**config.mk**
```make
export PLATFORM = sky130hd
export DESIGN_NAME = mfp_top
export DESIGN_NICKNAME = d
export VERILOG_FILES = /design/src/rtl/mfp_pkg.sv /design/src/rtl/mfp_fifo.sv /design/src/rtl/mfp_irq.sv /design/src/rtl/mfp_top.sv
export SDC_FILE = /design/constraint.sdc
export NUM_CORES = 1
export LEC_CHECK = 0
export ABC_AREA = 1
export BUFFER_PORTS_ARGS = -buffer_cell sky130_fd_sc_hd__buf_4
export CAP_MARGIN = 0
export CORE_ASPECT_RATIO = 1.1
export CORE_MARGIN = 5
export CORE_UTILIZATION = 45
export CTS_CLUSTER_SIZE = 8
export DETAILED_ROUTE_END_ITERATION = 10
export PLACE_DENSITY_LB_ADDON = 0.3
export SETUP_SLACK_MARGIN = 0.15
export SKIP_CTS_REPAIR_TIMING = 1
export SLEW_MARGIN = 0
export SYNTH_ARGS = -nofsm -noshare
export SYNTH_HDL_FRONTEND = slang
export SYNTH_SLANG_ARGS = --single-unit
```
**constraint.sdc**
```tcl
create_clock -name clk -period 12.8 [get_ports clk]
set_clock_uncertainty 0.15 [all_clocks]
set_input_delay 1.28 -clock clk [delete_from_list [all_inputs] [get_ports clk]]
set_output_delay 1.28 -clock clk [all_outputs]
set_load 0.05 [all_outputs]
```
**src/rtl/mfp_pkg.sv**
```systemverilog
// Shared types and register addresses for the windowed message queue pair.
// Assumes a 6-bit word address and 32-bit host data.
package mfp_pkg;
    typedef struct packed {
        logic [31:0] ident;
        logic [3:0]  len;
        logic [63:0] payload;
    } mfp_txmsg_t;

    typedef struct packed {
        logic [31:0] ident;
        logic [3:0]  len;
        logic [63:0] payload;
        logic [15:0] stamp;
    } mfp_rxmsg_t;

    localparam int TX_W = $bits(mfp_txmsg_t);
    localparam int RX_W = $bits(mfp_rxmsg_t);

    localparam logic [5:0] A_TXID    = 6'h00;
    localparam logic [5:0] A_TXLEN   = 6'h01;
    localparam logic [5:0] A_TXDLO   = 6'h02;
    localparam logic [5:0] A_TXDHI   = 6'h03;
    localparam logic [5:0] A_RXID    = 6'h04;
    localparam logic [5:0] A_RXLEN   = 6'h05;
    localparam logic [5:0] A_RXDLO   = 6'h06;
    localparam logic [5:0] A_RXDHI   = 6'h07;
    localparam logic [5:0] A_RXSTAMP = 6'h08;
    localparam logic [5:0] A_TXCTL   = 6'h09;
    localparam logic [5:0] A_RXCTL   = 6'h0A;
    localparam logic [5:0] A_TXPTR   = 6'h0B;
    localparam logic [5:0] A_RXPTR   = 6'h0C;
    localparam logic [5:0] A_IE      = 6'h0D;
    localparam logic [5:0] A_IS      = 6'h0E;

    localparam logic [7:0] PTR_ADVANCE = 8'hFF;
    localparam int IRQ_TX_BIT = 3;
    localparam int IRQ_RX_BIT = 4;
endpackage

```
**src/rtl/mfp_fifo.sv**
```systemverilog
// Circular message queue with occupancy count and synchronous flush.
// Assumes: push when full and pop when empty are dropped; flush beats both.
module mfp_fifo #(
    parameter int DEPTH = 4,
    parameter int W     = 8
) (
    input  logic                         clk,
    input  logic                         rst_n,
    input  logic                         flush,
    input  logic                         push,
    input  logic [W-1:0]                 din,
    input  logic                         pop,
    output logic [W-1:0]                 head,
    output logic [$clog2(DEPTH+1)-1:0]   count,
    output logic                         full,
    output logic                         empty
);
    localparam int AW = (DEPTH > 1) ? $clog2(DEPTH) : 1;
    localparam int CW = $clog2(DEPTH+1);

    logic [W-1:0]  slot [DEPTH];
    logic [AW-1:0] wr_ptr, rd_ptr;
    logic          do_push, do_pop;

    function automatic logic [AW-1:0] step(input logic [AW-1:0] p);
        return (p == AW'(DEPTH-1)) ? '0 : p + 1'b1;
    endfunction

    assign full    = (count == CW'(DEPTH));
    assign empty   = (count == '0);
    assign do_push = push && !full;
    assign do_pop  = pop && !empty;
    assign head    = slot[rd_ptr];

    // Storage write: place accepted entries at the write pointer.
    always_ff @(posedge clk) begin
        if (do_push && !flush) slot[wr_ptr] <= din;
    end

    // Pointer and occupancy bookkeeping, cleared by reset or flush.
    always_ff @(posedge clk) begin
        if (!rst_n || flush) begin
            wr_ptr <= '0;
            rd_ptr <= '0;
            count  <= '0;
        end else begin
            if (do_push) wr_ptr <= step(wr_ptr);
            if (do_pop)  rd_ptr <= step(rd_ptr);
            if (do_push && !do_pop)      count <= count + 1'b1;
            else if (do_pop && !do_push) count <= count - 1'b1;
        end
    end

    // a push into a full queue changes nothing.
    a_r3_full_push_dropped: assert property (@(posedge clk) disable iff (!rst_n)
        full && push && !pop && !flush |=> count == $past(count));
    // a pop on an empty queue leaves it empty.
    a_r5_empty_pop_ignored: assert property (@(posedge clk) disable iff (!rst_n)
        empty && pop && !push && !flush |=> empty);
    // simultaneous accepted push and pop keep occupancy.
    a_r9_push_pop_same_cycle: assert property (@(posedge clk) disable iff (!rst_n)
        push && pop && !full && !empty && !flush |=> count == $past(count));
    // a flush empties the queue on the next edge.
    a_r8_flush_empties: assert property (@(posedge clk) disable iff (!rst_n)
        flush |=> empty);
endmodule

```
**src/rtl/mfp_irq.sv**
```systemverilog
// Interrupt enable and status pair. Only the transmit and receive event bits
// exist. A status write clears the bits written as zero. A new event wins over
// a clear in the same cycle, and events set status only when enabled.
module mfp_irq
    import mfp_pkg::*;
(
    input  logic       clk,
    input  logic       rst_n,
    input  logic       ie_we,
    input  logic       is_we,
    input  logic [7:0] wdata,
    input  logic       tx_evt,
    input  logic       rx_evt,
    output logic [7:0] ie,
    output logic [7:0] is,
    output logic       irq
);
    localparam logic [7:0] IMPL = (8'd1 << IRQ_TX_BIT) | (8'd1 << IRQ_RX_BIT);

    logic [7:0] evt, keep;

    assign evt  = ({7'd0, tx_evt} << IRQ_TX_BIT) | ({7'd0, rx_evt} << IRQ_RX_BIT);
    assign keep = is_we ? (is & wdata) : is;
    assign irq  = |is;

    // Enable register: host-written, unimplemented bits read zero.
    always_ff @(posedge clk) begin
        if (!rst_n)     ie <= '0;
        else if (ie_we) ie <= wdata & IMPL;
    end

    // Status register: clear-by-zero writes merged with gated events.
    always_ff @(posedge clk) begin
        if (!rst_n) is <= '0;
        else        is <= (keep | (evt & ie)) & IMPL;
    end

    // an enabled transmit event sets its status bit.
    a_r6_tx_event_sets: assert property (@(posedge clk) disable iff (!rst_n)
        tx_evt && ie[IRQ_TX_BIT] |=> is[IRQ_TX_BIT]);
    // a disabled receive event cannot raise its bit from zero.
    a_r6_rx_gated: assert property (@(posedge clk) disable iff (!rst_n)
        !is[IRQ_RX_BIT] && !ie[IRQ_RX_BIT] |=> !is[IRQ_RX_BIT]);
    // writing one to a set bit keeps it.
    a_r7_one_keeps: assert property (@(posedge clk) disable iff (!rst_n)
        is_we && wdata[IRQ_TX_BIT] && is[IRQ_TX_BIT] |=> is[IRQ_TX_BIT]);
    // an enabled event beats a simultaneous clearing write.
    a_r7_event_wins: assert property (@(posedge clk) disable iff (!rst_n)
        is_we && !wdata[IRQ_RX_BIT] && rx_evt && ie[IRQ_RX_BIT] |=> is[IRQ_RX_BIT]);
endmodule

```
**src/rtl/mfp_top.sv**
```systemverilog
// Windowed transmit/receive message queue pair with register access.
// Assumes single-cycle host writes, combinational host reads, and that the
// drain/push ports act as the bus engine. Disabled queues are held flushed.
module mfp_top
    import mfp_pkg::*;
#(
    parameter int DEPTH = 4
) (
    input  logic        clk,
    input  logic        rst_n,
    input  logic        host_we,
    input  logic [5:0]  host_waddr,
    input  logic [31:0] host_wdata,
    input  logic [5:0]  host_raddr,
    output logic [31:0] host_rdata,
    output logic        tx_valid,
    output logic [31:0] tx_ident,
    output logic [3:0]  tx_len,
    output logic [63:0] tx_payload,
    input  logic        tx_take,
    input  logic        rx_push,
    input  logic [31:0] rx_ident,
    input  logic [3:0]  rx_len,
    input  logic [63:0] rx_payload,
    input  logic [15:0] rx_stamp,
    output logic        irq
);
    localparam int CW = $clog2(DEPTH+1);

    logic [31:0] win_id;
    logic [3:0]  win_len;
    logic [63:0] win_data;
    logic        tx_en, rx_en, tx_ovf;
    logic        commit, advance;
    logic        tx_full, tx_empty, rx_full, rx_empty;
    logic [CW-1:0] tx_cnt, rx_cnt;
    logic [2:0]  tx_cnt3;
    mfp_txmsg_t  tx_in, tx_head;
    mfp_rxmsg_t  rx_in, rx_head;
    logic        tx_evt, rx_evt;
    logic [7:0]  ie, is;

    assign commit  = host_we && host_waddr == A_TXPTR && host_wdata[7:0] == PTR_ADVANCE && tx_en;
    assign advance = host_we && host_waddr == A_RXPTR && host_wdata[7:0] == PTR_ADVANCE && rx_en;
    assign tx_in   = '{ident: win_id, len: win_len, payload: win_data};
    assign rx_in   = '{ident: rx_ident, len: rx_len, payload: rx_payload, stamp: rx_stamp};
    assign tx_evt  = tx_take && tx_valid;
    assign rx_evt  = rx_push && rx_en && !rx_full;
    assign tx_cnt3 = 3'(tx_cnt);

    // Transmit staging window: host fills it before a commit.
    always_ff @(posedge clk) begin
        if (!rst_n) begin
            win_id   <= '0;
            win_len  <= '0;
            win_data <= '0;
        end else if (host_we) begin
            case (host_waddr)
                A_TXID:  win_id          <= host_wdata;
                A_TXLEN: win_len         <= host_wdata[3:0];
                A_TXDLO: win_data[31:0]  <= host_wdata;
                A_TXDHI: win_data[63:32] <= host_wdata;
                default: ;
            endcase
        end
    end

    // Queue enables: bit 0 of each control register.
    always_ff @(posedge clk) begin
        if (!rst_n) begin
            tx_en <= 1'b0;
            rx_en <= 1'b0;
        end else if (host_we) begin
            if (host_waddr == A_TXCTL) tx_en <= host_wdata[0];
            if (host_waddr == A_RXCTL) rx_en <= host_wdata[0];
        end
    end

    // Sticky overflow: set by a commit into a full queue, cleared while disabled.
    always_ff @(posedge clk) begin
        if (!rst_n || !tx_en)    tx_ovf <= 1'b0;
        else if (commit && tx_full) tx_ovf <= 1'b1;
    end

    mfp_fifo #(.DEPTH(DEPTH), .W(TX_W)) u_txq (
        .clk(clk), .rst_n(rst_n), .flush(!tx_en),
        .push(commit), .din(tx_in), .pop(tx_take), .head(tx_head),
        .count(tx_cnt), .full(tx_full), .empty(tx_empty)
    );

    mfp_fifo #(.DEPTH(DEPTH), .W(RX_W)) u_rxq (
        .clk(clk), .rst_n(rst_n), .flush(!rx_en),
        .push(rx_push && rx_en), .din(rx_in), .pop(advance), .head(rx_head),
        .count(rx_cnt), .full(rx_full), .empty(rx_empty)
    );

    mfp_irq u_irq (
        .clk(clk), .rst_n(rst_n),
        .ie_we(host_we && host_waddr == A_IE),
        .is_we(host_we && host_waddr == A_IS),
        .wdata(host_wdata[7:0]),
        .tx_evt(tx_evt), .rx_evt(rx_evt),
        .ie(ie), .is(is), .irq(irq)
    );

    assign tx_valid   = !tx_empty;
    assign tx_ident   = tx_head.ident;
    assign tx_len     = tx_head.len;
    assign tx_payload = tx_head.payload;

    // Host read multiplexer.
    always_comb begin
        case (host_raddr)
            A_TXID:    host_rdata = win_id;
            A_TXLEN:   host_rdata = {28'd0, win_len};
            A_TXDLO:   host_rdata = win_data[31:0];
            A_TXDHI:   host_rdata = win_data[63:32];
            A_RXID:    host_rdata = rx_head.ident;
            A_RXLEN:   host_rdata = {28'd0, rx_head.len};
            A_RXDLO:   host_rdata = rx_head.payload[31:0];
            A_RXDHI:   host_rdata = rx_head.payload[63:32];
            A_RXSTAMP: host_rdata = {16'd0, rx_head.stamp};
            A_TXCTL:   host_rdata = {26'd0, tx_ovf, 1'b0, tx_cnt3, tx_en};
            A_RXCTL:   host_rdata = {24'd0, rx_empty, 6'd0, rx_en};
            A_IE:      host_rdata = {24'd0, ie};
            A_IS:      host_rdata = {24'd0, is};
            default:   host_rdata = '0;
        endcase
    end

    // overflow only falls after TX was disabled.
    a_r3_ovf_sticky: assert property (@(posedge clk) disable iff (!rst_n)
        $fell(tx_ovf) |-> !$past(tx_en));
    // a queue disabled for two cycles offers nothing to the drain.
    a_r8_disabled_no_valid: assert property (@(posedge clk) disable iff (!rst_n)
        !tx_en && !$past(tx_en) |-> !tx_valid);
    // a commit into a non-full queue makes an entry available.
    a_r2_commit_visible: assert property (@(posedge clk) disable iff (!rst_n)
        commit && !tx_full |=> tx_valid);
    // irq follows the status bits.
    a_r6_irq_line: assert property (@(posedge clk) disable iff (!rst_n)
        irq == (is != 8'd0));
endmodule

```
-- Word level (Yosys, flattened, before mapping)
Memory sizes are Yosys's and may differ from the RTL's. A register that Yosys moved wholly into a read port is not among the register bits.
Index checks and enable logic that the tools add are counted.
- bits in registers: 121
- latch bits: 0
- memory bits (writable): 864
- bits in read-only memories: 0
- input bits: 165
- output and inout bits: 134
- word-level logic and storage cells: 121
- memories kept: 2
- memories (memory ; words ; bits a word ; read ports ; clocked after memory_dff ; wr ports ; line ; source):
    u_rxq.slot ; 4 ; 116 ; 1 ; 1 ; 1 ; mfp_fifo.sv:21 ; logic [W-1:0] slot [DEPTH];
    u_txq.slot ; 4 ; 100 ; 1 ; 1 ; 1 ; mfp_fifo.sv:21 ;
- add/subtract/negate cells: 8
- multipliers: 0
- div/mod/pow operators: 0
- magnitude comparators: 0
- eq/ne operators: 28
- shifts and indexed selects: 0
- multiplexer cells: 18
- bitwise gates (word level): 4
- reductions and logical operators: 46
- operator list (kind ; count):
    one-hot mux 32 bit (13 select lines) ; 1
    equality test 6 x 4 -> 1 bit, second input constant ; 11
    equality test 6 x 2 -> 1 bit, second input constant ; 4
    equality test 6 x 3 -> 1 bit, second input constant ; 4
    logical AND 1 bit ; 20
    2-to-1 mux 2 bit ; 8
    equality test 6 x 1 -> 1 bit, second input constant ; 2
    zero test 6 bit ; 2
    2-to-1 mux 3 bit ; 4
    AND reduction 2 bit ; 6
    zero test 1 bit ; 11
    bitwise AND 5 bit ; 2
    adder 2 x 1 -> 2 bit, second input constant ; 4
    equality test 2 bit, second input constant ; 4
    equality test 8 bit, second input constant ; 1
    OR reduction 8 bit ; 1
    adder 3 x 1 -> 3 bit, second input constant ; 2
    equality test 3 bit, second input constant ; 2
    zero test 3 bit ; 2
    subtractor 3 x 1 -> 3 bit, second input constant ; 2
    2-to-1 mux 5 bit ; 1
    bitwise OR 4 x 5 -> 5 bit ; 1
    bitwise OR 5 bit ; 1
    2-to-1 mux 1 bit ; 4
    2 further kinds ; 4

-- Longest topological paths before layout
- word-level depth: 9
- depth in mapped cells: 13
- depth with buffers taken out: 13

-- Cells and area by module
Synthesis repeated with hierarchy kept, for this count alone.
- cells, all modules: 3191
- area, all modules: 39046.2 sq um
- modules (own cells, without submodules) (module ; times used ; cells each ; area each (sq um) ; seq. area each (sq um)):
    mfp_fifo (u_rxq) ; 1 ; 1196 ; 17732.0 ; 14113.5
    mfp_fifo (u_txq) ; 1 ; 1041 ; 15466.1 ; 12191.7
    mfp_top ; 1 ; 921 ; 5604.1 ; 2062.0
    mfp_irq ; 1 ; 33 ; 244.0 ; 80.1

-- Least setup slack after synthesis
Ideal clock, no wire load.
- path type: input to register
- start: in rx_push
- end: mem u_rxq.slot[0][0] (netlist bit) (enable)
- library setup time: 0.593 ns
- arrival: 6.554 ns
- required time: 12.057 ns
- setup slack: 5.503 ns
- stages: 4
- path buffers: 0
- path through: nand2_1 > a31oi_1 > inv_1 > nor2_1
- longest elaborated chain between the ends: 5
- ends and longest elaborated chain (element ; line ; source):
    start: declaration ; mfp_top.sv:21 ; input logic rx_push,
    logical AND 1 bit (2 in series) ; -- ;
    named net rx_evt ; mfp_top.sv:40 ; logic tx_evt, rx_evt;
    logical AND 1 bit ; mfp_fifo.sv:37 ; if (do_push && !flush) slot[wr_ptr] <= din;
    2-to-1 mux 1 bit ; mfp_fifo.sv:37 ;
    2-to-1 mux 1 bit (implied by the code) ; mfp_fifo.sv:37 ;
    end: declaration ; mfp_fifo.sv:21 ;
The timed path passes the listed nets, and every way through them passes these cells.

==> impl_metrics.yaml <==
run_status:
  status: "finished, final reports clean"
sta:
  post-route-period-util_pct: 43.6
  worst_slack_ps: 7220
  rsz0062_at_grt: "false"
  hold_violations: 0
  holdWs_ps: 317
  setup_viol: 0
  tightestPinTransition_ps: 1090
  tns_ps: 0
  finalMaxSlewViolations: 0
  max_clock_freq_mhz: 179
  finalCriticalPeriod_ps: 5580
  relSlewSlack_pct: 27.5
critical_path:
  cp.required_ps: 11370
  crit_family: "buffers and inverters"
  slowest_delay_ps: 620
  crit_buf_inv: 4
  cp.depth: 11
  critPathKind: "flop to primary output"
  worstSetupStartpointType: "flop"
  cp.arrival_ps: 4150
  crit_top_cell: "nand2_1"
  crit_chain: "clkinv_2 -> buf_4 -> buf_4 -> nor2_1 -> o21ai_0 -> nand2_1 -> nand2_1 -> nand2_1 -> nor2_1 -> nand2_1 -> buf_4"
  r2r_cells: 6
  crit_fanout: 53
  crit_slowest_cell: "buf_4"
  crit_path_end_kind: "primary output"
synthesis:
  yosys_warnings: 0
  ys_seq_area_share_pct: 72.9
  synthCells: 3390
  syn-cell-area_sq_um: 39000
  syn_nets: 3569
  syn_area_per_cell_sq_um: 11.5
  synth.area.top_cells: "edfxtp_1 67%, nor2_1 8.0%, dfxtp_1 6.4%"
  synth_top_cell_area_share_pct: 66.5
  ys_ff_latch: 989
  synth_area_leader_cell: "edfxtp_1"
  yosysUniqueCellTypes: 33
global_routing:
  overflow: 0
  antenna_found_initial: 35
  grt_pass1_wl_mm: 161
  grt_max_degree: 121
  grt_pass1_vias: 25217
  grtUsageTotal_pct: 23.1
detailed_routing:
  wirelength_mm: 110
  wl_per_cell_um: 22.4
  drt_iter0_drc: 2711
  drc: 0
  detail-route-antenna-nets: 0
  via_per_inst: 5.39
  dr.pass1.iters: 6
  vias: 26545
final_layout:
  finalNetCount: 3853
  final_cell_mix: "864 x edfxtp_1, 827 x nor2_1, 494 x o21ai_0"
  final_common_cell: "edfxtp_1"
  drive_gt1_share_pct: 13.8
  utilization_pct: 53.6
  syn_to_final_growth_pct: 18.6
die:
  die-height_um: 319
  io_pins: 299
  die_w_um: 291
  dieArea_sq_um: 92700
  start_util_pct: 45.2
  rows: 113
  core-area_sq_um: 86200
cts:
  numCtsBuffers: 141
  root_buffer: "clkbuf_16"
  cts.clk_slew.worst_paths_ps: 50
  cts_max_path_buffers: 3
  clock_latency_ps: 730
  cts_tree: "done"
  cts.sinks: 989
  h-tree-depth: 4
pwr:
  p_total_mw: 6.99
  vdd_drop_max_v: 0.000140
  leakagePower_nw: 16.9
  p_per_area_nw_per_um2: 151
place:
  dp_slack_ps: 7700
  hpwl_mm: 69.0
  io_buffer_count: 298
  gp_routability_congestion: 0.833
hold_path:
  hold_depth: 2
  hold_path.class: "flop to flop"
job:
  maxCapViolations: 0
## flip-flops by register name, summed over array words and instances, names as in the netlist, 2 cells and up, named ones only
name,flops
u_irq.ie,2
u_irq.is,2
u_rxq.count,3
u_rxq.rd_ptr,2
u_rxq.slot,464
u_rxq.wr_ptr,2
u_txq.count,3
u_txq.rd_ptr,2
u_txq.slot,400
u_txq.wr_ptr,2
win_data,64
win_id,32
win_len,4
## power by group
group | leakage, nW | switching [mW] | total, mW | internal (mW)
logic | 6.05 | 0.0649 | 0.109 | 0.0441
registers | 8.90 | 0.00434 | 3.50 | 3.49
clock network | 1.94 | 1.34 | 3.39 | 2.05
total | 16.9 | 1.41 | 6.99 | 5.58
## cells in the mapped netlist (all sizes together)
cell / instances
ha: 12
dfxtp: 125
nand2: 410
a21oi: 92
a211oi: 1
buf: 86
nand4: 6
a21boi: 1
nor2: 842
edfxtp: 864
clkbuf: 102
o21ai: 555
nand3b: 2
clkinv: 1
fa: 2
o211ai: 1
nor3: 5
xor2: 2
o211a: 1
inv: 135
a31oi: 1
nand3: 44
o22ai: 100
## final timing paths
path                  start                 to  slack, ps
min reg2reg          tx_ovf             tx_ovf        320
max reg2reg  u_rxq.count[0]  u_rxq.slot[2][38]       8940
max                    flop     host_rdata[25]       7220
min                  tx_ovf             tx_ovf        320
## final cells by class
cell class	count	area (sq um)
multi-input cells	2077	9240
well taps	1150	1440
clock buffers	207	3790
clock inverters	15	274
repair buffers	329	2480
flip-flops and latches	989	28500
fillers	7216	40000
inverters	136	522
diodes	24	60.1
## per-layer routing
| layer | vias up | GRT usage, % | wire (um) |
|---|---|---|---|
| met1 | 12848 | 29.3 | 42700 |
| met3 | 208 | 7.36 | 10600 |
| met4 | 20 | 9.15 | 4250 |
| li1 | 12382 | - | - |
| met2 | 1087 | 37.2 | 52800 |
| met5 | - | 0 | 151 |
## cells by family (layout without fill, tap and decap cells)
group | after synthesis | after routing | share of synthesized area (%)
compound gates | 752 | 752 | 10.0
fa+ha+maj | 14 | 14 | 0.488
xor+xnor | 2 | 2 | 0.0449
simple gates | 1309 | 1309 | 13.0
flops | 989 | 989 | 72.9
buf+inv | 324 | 687 | 3.54
other cells | 0 | 24 | 0
## per-stage QoR
step | cells | cell area, sq um
after floorplan | 3390 | 39000
after global placement | 4681 | 42100
after detailed placement | 4681 | 42100
after CTS | 4903 | 46200
after global routing | 4908 | 46200
final | 4927 | 46300
## tightest hold or removal path: cells and delay by family (launching register included)
family	cells	cell delay, ps
flip-flops	1	290
buffers and inverters	1	60
AO/OA/AOI/OAI	1	60
Note: power is estimated with default switching activity, not from simulation.
